## src/rtl/sbf_pkg.sv

```systemverilog
package sbf_pkg;
  localparam int SYNC_W = 16;
  localparam logic [SYNC_W-1:0] SYNC_WORD = 16'h2DD4;

  typedef enum logic [1:0] {
    START_VDI    = 2'b00,
    START_SYNC_A = 2'b01,
    START_SYNC_B = 2'b10,
    START_NOW    = 2'b11
  } start_e;
endpackage

```

## src/rtl/sbf_sync_hunt.sv

```systemverilog
module sbf_sync_hunt
  import sbf_pkg::*;
(
  input  logic clk,
  input  logic rst_n,
  input  logic clear,
  input  logic shift_en,
  input  logic bit_in,
  output logic hit
);
  localparam int SEEN_W = $clog2(SYNC_W + 1);

  logic [SYNC_W-1:0] shreg;
  logic [SEEN_W-1:0] seen;
  logic [SYNC_W-1:0] nxt;

  assign nxt = {shreg[SYNC_W-2:0], bit_in};
  // a match needs a full window of real bits, not reset zeros
  assign hit = shift_en && (seen >= SEEN_W'(SYNC_W - 1)) && (nxt == SYNC_WORD);

  always_ff @(posedge clk or negedge rst_n) begin
    if (!rst_n) begin
      shreg <= '0;
      seen  <= '0;
    end else if (clear) begin
      shreg <= '0;
      seen  <= '0;
    end else if (shift_en) begin
      shreg <= nxt;
      if (seen != SEEN_W'(SYNC_W)) seen <= seen + 1'b1;
    end
  end
endmodule

```

## src/rtl/sbf_fill_gate.sv

```systemverilog
module sbf_fill_gate
  import sbf_pkg::*;
(
  input  logic   clk,
  input  logic   rst_n,
  input  logic   fifo_en,
  input  logic   fill_en,
  input  start_e sel,
  input  logic   vdi,
  input  logic   in_valid,
  input  logic   sync_hit,
  output logic   flush,
  output logic   hunt_clear,
  output logic   shift_en,
  output logic   wr_req
);
  logic fill_q;
  logic armed;
  logic active;
  logic go;

  assign flush      = fifo_en & fill_en & ~fill_q;
  assign active     = fifo_en & fill_en & ~flush;
  assign hunt_clear = ~active;
  assign shift_en   = in_valid & active;

  always_comb begin
    case (sel)
      START_VDI:    go = vdi;
      START_SYNC_A,
      START_SYNC_B: go = armed;
      default:      go = 1'b1;
    endcase
  end

  assign wr_req = shift_en & go;

  always_ff @(posedge clk or negedge rst_n) begin
    if (!rst_n) begin
      fill_q <= 1'b0;
      armed  <= 1'b0;
    end else begin
      fill_q <= fill_en;
      if (!active)       armed <= 1'b0;
      else if (sync_hit) armed <= 1'b1;
    end
  end
endmodule

```

## src/rtl/sbf_bit_ring.sv

```systemverilog
module sbf_bit_ring #(
  parameter int DEPTH = 48,
  parameter int CW    = $clog2(DEPTH + 1)
) (
  input  logic          clk,
  input  logic          rst_n,
  input  logic          clr,
  input  logic          wr_req,
  input  logic          wr_bit,
  input  logic          rd_req,
  input  logic          status_rd,
  output logic          rd_bit,
  output logic [CW-1:0] count,
  output logic          overflow
);
  localparam int PW = $clog2(DEPTH);

  logic [DEPTH-1:0] mem;
  logic [PW-1:0]    wr_ptr, rd_ptr;
  logic full, pop, push, drop;

  function automatic logic [PW-1:0] step_ptr(input logic [PW-1:0] p);
    return (p == PW'(DEPTH - 1)) ? '0 : p + 1'b1;
  endfunction

  assign full = (count == CW'(DEPTH));
  assign pop  = rd_req & (count != '0);
  assign push = wr_req & (~full | pop);
  assign drop = wr_req & full & ~pop;

  assign rd_bit = mem[rd_ptr];

  for (genvar i = 0; i < DEPTH; i++) begin : g_cell
    always_ff @(posedge clk or negedge rst_n) begin
      if (!rst_n)                            mem[i] <= 1'b0;
      else if (push && wr_ptr == PW'(i))     mem[i] <= wr_bit;
    end
  end

  always_ff @(posedge clk or negedge rst_n) begin
    if (!rst_n) begin
      wr_ptr <= '0;
      rd_ptr <= '0;
      count  <= '0;
    end else if (clr) begin
      wr_ptr <= '0;
      rd_ptr <= '0;
      count  <= '0;
    end else begin
      if (push) wr_ptr <= step_ptr(wr_ptr);
      if (pop)  rd_ptr <= step_ptr(rd_ptr);
      case ({push, pop})
        2'b10:   count <= count + 1'b1;
        2'b01:   count <= count - 1'b1;
        default: count <= count;
      endcase
    end
  end

  always_ff @(posedge clk or negedge rst_n) begin
    if (!rst_n)         overflow <= 1'b0;
    else if (drop)      overflow <= 1'b1;
    else if (status_rd) overflow <= 1'b0;
  end
endmodule

```

## src/rtl/syncgate_bit_fifo.sv

```systemverilog
module syncgate_bit_fifo
  import sbf_pkg::*;
#(
  parameter int DEPTH = 48,
  parameter int LVL_W = 6
) (
  input  logic             clk,
  input  logic             rst_n,
  input  logic             in_bit,
  input  logic             in_valid,
  input  logic             vdi,
  input  logic             fifo_en,
  input  logic             fill_en,
  input  logic [1:0]       start_sel,
  input  logic [LVL_W-1:0] level,
  input  logic             status_rd,
  input  logic             out_ready,
  output logic             out_valid,
  output logic             out_bit,
  output logic             level_hit,
  output logic             empty,
  output logic             overflow
);
  localparam int CW = $clog2(DEPTH + 1);
  localparam int XW = CW + LVL_W;

  logic flush, hunt_clear, shift_en, wr_req, sync_hit;
  logic [CW-1:0] count;

  sbf_sync_hunt u_hunt (
    .clk      (clk),
    .rst_n    (rst_n),
    .clear    (hunt_clear),
    .shift_en (shift_en),
    .bit_in   (in_bit),
    .hit      (sync_hit)
  );

  sbf_fill_gate u_gate (
    .clk        (clk),
    .rst_n      (rst_n),
    .fifo_en    (fifo_en),
    .fill_en    (fill_en),
    .sel        (start_e'(start_sel)),
    .vdi        (vdi),
    .in_valid   (in_valid),
    .sync_hit   (sync_hit),
    .flush      (flush),
    .hunt_clear (hunt_clear),
    .shift_en   (shift_en),
    .wr_req     (wr_req)
  );

  sbf_bit_ring #(.DEPTH(DEPTH), .CW(CW)) u_ring (
    .clk       (clk),
    .rst_n     (rst_n),
    .clr       (flush | ~fifo_en),
    .wr_req    (wr_req),
    .wr_bit    (in_bit),
    .rd_req    (out_ready),
    .status_rd (status_rd),
    .rd_bit    (out_bit),
    .count     (count),
    .overflow  (overflow)
  );

  assign empty     = (count == '0);
  assign out_valid = ~empty;
  assign level_hit = (XW'(count) >= XW'(level));
endmodule

```

## config.mk

```make
export PLATFORM = sky130hd
export DESIGN_NAME = syncgate_bit_fifo
export DESIGN_NICKNAME = d
export VERILOG_FILES = /design/src/rtl/sbf_pkg.sv /design/src/rtl/sbf_sync_hunt.sv /design/src/rtl/sbf_fill_gate.sv /design/src/rtl/sbf_bit_ring.sv /design/src/rtl/syncgate_bit_fifo.sv
export SDC_FILE = /design/constraint.sdc
export NUM_CORES = 1
export LEC_CHECK = 0
export BUFFER_PORTS_ARGS = -buffer_cell sky130_fd_sc_hd__buf_2
export CELL_PAD_IN_SITES_DETAIL_PLACEMENT = 1
export CELL_PAD_IN_SITES_GLOBAL_PLACEMENT = 2
export CORE_UTILIZATION = 46
export CTS_BUF_LIST = sky130_fd_sc_hd__clkbuf_4 sky130_fd_sc_hd__clkbuf_8
export DETAILED_ROUTE_END_ITERATION = 8
export PLACE_DENSITY_LB_ADDON = 0.25
export SYNTH_ARGS = -nofsm -noshare
export SYNTH_HDL_FRONTEND = slang
export SYNTH_HIERARCHICAL = 1
export SYNTH_SLANG_ARGS = --single-unit
```

## constraint.sdc

```tcl
create_clock -name clk -period 3.8 [get_ports clk]
set_clock_uncertainty 0.05 [all_clocks]
set_input_delay 0.38 -clock clk [delete_from_list [all_inputs] [get_ports clk]]
set_output_delay 0.38 -clock clk [all_outputs]
set_load 0.05 [all_outputs]
```

### After elaboration in Yosys (flattened, before gate mapping)

Index checks and enable logic that the tools add are counted.
Widths: inputs -> output; s select.

| storage, ports and cells | value |
|---|---|
| flip-flop bits (word level) | 89 |
| logic and storage cells | 219 |

| cells by class | value |
|---|---|
| equality and inequality tests | 58 |
| reduce and logical (&&, ||, !) cells | 60 |
| add/subtract/negate cells | 5 |
| $lt $le $gt $ge | 3 |
| mux-type cells | 20 |
| bitwise logic cells | 17 |

Operators by type and width:

| kind | count |
|---|---|
| $eq 6x6->1 const B | 18 |
| $eq 6x5->1 const B | 16 |
| $logic_and 1x1->1 | 50 |
| $eq 6x4->1 const B | 8 |
| $mux 6 | 7 |
| $mux 15 | 2 |
| $eq 6x3->1 const B | 4 |
| $add 6x1->6 const B | 3 |
| $eq 16x14->1 const B | 1 |
| $mux 5 | 3 |
| $eq 6x2->1 const B | 2 |
| $logic_not 6->1 | 2 |
| $pmux 6 s2 | 1 |
| $and 1x1->1 | 9 |
| $lt 6x7->1 const B | 1 |
| $bmux 1 s6 | 1 |
| $eq 6x1->1 const B | 1 |
| $ge 6x6->1 | 1 |
| $not 1->1 | 6 |
| $reduce_bool 2->1 | 3 |
| $reduce_bool 6->1 | 1 |
| $sub 6x1->6 const B | 1 |
| $add 5x1->5 const B | 1 |
| $ge 5x4->1 const B | 1 |
| 12 further kinds | 20 |

### Depth between registers and ports, before layout

| logic depth | value |
|---|---|
| depth in word-level cells | 10 |
| depth in mapped cells | 13 |
| depth with buffers taken out | 13 |

### Modules after synthesis

The synthesis kept the hierarchy.

Modules (own cells, without submodules):

| module | area each (µm²) | cells an instance | sequential area each (µm²) | times used |
|---|---|---|---|---|
| sbf_bit_ring | 3767.4 | 356 | 1676.6 | 1 |
| sbf_sync_hunt | 962.2 | 87 | 500.5 | 1 |
| syncgate_bit_fifo | 163.9 | 25 | 0.0 | 1 |
| sbf_fill_gate | 126.4 | 14 | 50.0 | 1 |

### Least setup slack after synthesis

Ideal clock, no wire load.

| timing | value |
|---|---|
| path kind | reg-to-output |
| start point | reg u_ring.rd_ptr[0] |
| end point | out out_bit |
| setup slack | 893 ps |
| stages on the path, launching flop included | 8 |
| buffers on the path | 1 |
| data required time | 3370 ps |
| arrival time | 2477 ps |
| path through | dfrtp_1 -> buf_2 -> mux4_2 -> mux2_2 -> nor3_1 -> a311oi_1 -> a21oi_1 -> o21ai_0 |

| on the way | value |
|---|---|
| cells in the longest elaborated chain, start to end | 2 |

Ends and longest elaborated chain:

| element | line | text |
|---|---|---|
| from (decl) | sbf_bit_ring.sv:19 | `logic [PW-1:0] wr_ptr, rd_ptr;` |
| from (signal assigned) | sbf_bit_ring.sv:51 | `if (pop) rd_ptr <= step_ptr(rd_ptr);` |
| $bmux 1 s6 | sbf_bit_ring.sv:31 | `assign rd_bit = mem[rd_ptr];` |
| $mux 1 (implied by the code) | sbf_bit_ring.sv:31 |  |
| to (decl) | syncgate_bit_fifo.sv:19 | `output logic out_bit,` |

No other way between the ends. The select of a mux whose other input is x is not followed.

### Worst setup path after layout

| timing | value |
|---|---|
| start point | reg u_ring.rd_ptr[1] |
| end point | out out_bit |

Same word-level chain as after synthesis.

==> impl_metrics.env <==
export IMPL_status="finished clean"
export IMPL_drv_slew=0
export IMPL_core_area_mm2=0.0105
export IMPL_p_sw_uw=932
export IMPL_maxSlewHeadroom=0.387
export IMPL_crit_arrival_ps=2600
export IMPL_max_freq_mhz=330
export IMPL_drtIter0Drc=180
export IMPL_async_flop_share=1.00
export IMPL_clkPwrFrac=0.292
export IMPL_final_cell_mix="dfrtp_1, nor2_1, mux2_2, nand2_1, nand3_1"
export IMPL_p_per_area_mw_per_mm2=472
export IMPL_layout_cells_non_filler=637
export IMPL_cts_htree_levels=3
export IMPL_power_frac_comb=0.300
export IMPL_firstDrtPassIters=4
export IMPL_crit_buf_inv=1
export IMPL_ys_seq_elements=89
export IMPL_rsz0062_at_grt="false"
export IMPL_cts_sinks=89
export IMPL_hold_buffers=0
export IMPL_clock_root_buffer="clkbuf_8"
export IMPL_cts_made_buffers=9
export IMPL_worst_setup_hold_path_clk_slew_ps=80
export IMPL_fillers=1168
export IMPL_area_delta_synth_final_pct=9.00
export IMPL_die_w_um=106
export IMPL_worstPathCellList="mux4_2, nor2b_1, a211oi_1, a21oi_1, a21oi_1, o21ai_0, buf_2"
export IMPL_synthDominantCellAreaShare=0.444
export IMPL_ios=22
export IMPL_hold_path_class="input pin to asynchronous set/reset pin"
export IMPL_syn_area_mm2=0.00502
export IMPL_grt_pass1_wl_um=20200
export IMPL_synthCells=482
export IMPL_cts_resized_gates=0
export IMPL_critPathKind="register to output pin"
export IMPL_synth_avg_cell_area_um2=10.4
export IMPL_final_min_clock_period_ps=3030
export IMPL_initial_core_util=0.480
export IMPL_antenna_found_initial=0
export IMPL_dieArea_mm2=0.0113
export IMPL_critPathRequiredTime_ps=3370
export IMPL_finalHoldViolCount=0
export IMPL_multi_input_area_mm2=0.00261
export IMPL_cts_tree="built"
export IMPL_via_per_inst=5.78
export IMPL_fin_crit_sh=0.797
export IMPL_synth_nets=518
export IMPL_portBuffers=21
export IMPL_rows=37
export IMPL_leakagePower_uw=0.00246
export IMPL_drc_errors=0
export IMPL_startpoint_type="register"
export IMPL_yosys_most_used_dff="dfrtp_1"
export IMPL_post_cts_buffers=0
export IMPL_finalSetupViolations=0
export IMPL_layout_commonest_cell="dfrtp_1"
export IMPL_nNetsFinal=532
export IMPL_tns_ps=0
export IMPL_cp_slowest_cell="dfrtp_1"
export IMPL_seqPwrFrac=0.408
export IMPL_synth_largest_area_cell="dfrtp_1"
export IMPL_overflow=0
export IMPL_clock_path_buffers=2
export IMPL_worstMarginPinSlew_ps=919
export IMPL_numPlacedInstances=621
export IMPL_swShare=0.361
export IMPL_crit_path_end_kind="output pin"
export IMPL_regArea_mm2=0.00223
export IMPL_antenna_left=0
export IMPL_grt_pass1_vias=3999
export IMPL_max_stage_delay_ps=860
export IMPL_drv_cap=0
export IMPL_die_h_um=106
export IMPL_synth_distinct_cells=61
export IMPL_wirelength_um=11600
export IMPL_antenna_cells=0
export IMPL_synth_area_top_cells="dfrtp_1, mux2_2, mux4_2"
export IMPL_dp_hpwl_um=8060
export IMPL_layout_drive_gt1_share=0.224
export IMPL_grt_max_degree=72
export IMPL_vdd_drop_max_mv=0.398
export IMPL_synth_edff_count=0
export IMPL_grtUsageTotal=0.232
export IMPL_worst_hold_slack_ps=67.0
export IMPL_ys_seq_area_frac=0.444
export IMPL_critPathMaxFanout=15
export IMPL_globalplace_congestion=0.788
export IMPL_path_delay_family="flip-flops"
export IMPL_cp_common_cell="a21oi_1"
export IMPL_num_vias=3679
export IMPL_yosys_warnings=6
export IMPL_worstSkewPairLatency_ps=380
export IMPL_wl_per_cell_um=18.2
export IMPL_p_int_uw=1650
export IMPL_total_power_uw=2580
[flip-flops by register name, summed over array words and instances (netlist names), 5 cells and up]
signal and cells:
u_ring/wr_ptr 6, u_ring/count 6, u_ring/rd_ptr 6, u_hunt/shreg 15
u_hunt/seen 5, u_ring/mem 48
[worst paths after layout]
path,depth (start not counted),slack (ps),endpoint,startpoint
min,1,70,u_ring/count[3],rst_n
max,7,770,out_bit,u_ring/rd_ptr[1]
max in group asynchronous,2,2790,u_ring/mem[46],rst_n
min reg2reg,1,450,u_ring/overflow,u_ring/overflow
min in group clk,1,90,u_gate/fill_q,fill_en
max reg2reg,9,930,u_ring/count[4],u_ring/count[1]
[power by group through the flow]
| stage | registers (uW) | logic, uW | clock network, uW |
|---|---|---|---|
| 2_1_floorplan | 1050 | 615 | 0 |
| 6_report | 1060 | 775 | 755 |
| 4_1_cts | 1060 | 784 | 782 |
| 3_5_place_dp | 1080 | 782 | 0 |
| 5_1_grt | 1060 | 863 | 816 |
| 3_3_place_gp | 1070 | 762 | 0 |
[kinds of logic (layout without fill, tap and decap cells)]
family,Yosys count,count (layout),share of synthesized area
fa+ha+maj,19,19,0.0474
xor+xnor,11,11,0.0192
buf+inv,46,65,0.0374
compound gates,57,57,0.0770
mux,74,74,0.189
simple gates,186,186,0.186
flops,89,89,0.444
[routing by layer]
layer	global-route usage	wire [um]	up-vias
met2	0.367	5600	34
met4	0.0607	102	0
met5	0	0	-
met3	0.0527	309	7
li1	-	-	1745
met1	0.321	5610	1893
[cell type report]
class,count,area share
repair buffers,28,0.0293
clock buffers,11,0.0265
inverters,21,0.0144
flip-flops and latches,89,0.407
multi-input cells,347,0.476
well taps,136,0.0311
clock inverters,5,0.0155
[per-stage QoR]
stage | util | worst slack [ps] | cell area (um^2)
final | 0.523 | 770 | 5470
after global routing | 0.523 | 613 | 5470
after CTS | 0.523 | 750 | 5470
after detailed placement | 0.501 | 553 | 5240
after global placement | 0.501 | 698 | 5240
after floorplan | - | 893 | 5020
[synth_stat cells, drive strengths merged, types with 3 or more instances]
| cell | count |
|---|---|
| nand4 | 15 |
| xor2 | 8 |
| buf | 10 |
| and3 | 4 |
| ha | 19 |
| mux2i | 21 |
| clkbuf | 15 |
| inv | 21 |
| nand2b | 8 |
| o21ai | 16 |
| nand2 | 36 |
| a21oi | 16 |
| a211oi | 6 |
| and2 | 3 |
| mux2 | 41 |
| nand3 | 25 |
| xnor2 | 3 |
| dfrtp | 89 |
| nor2b | 6 |
| nor3 | 12 |
| mux4 | 12 |
| nor2 | 66 |
[worst register-to-register path, delay by kind of cell, from the launching register on]
kind	cells	cell delay (ps)
simple gates	3	900
fa+ha+maj	1	240
compound gates	3	650
xor+xnor	2	390
flops	1	500
(Power assumes the default switching activity.)
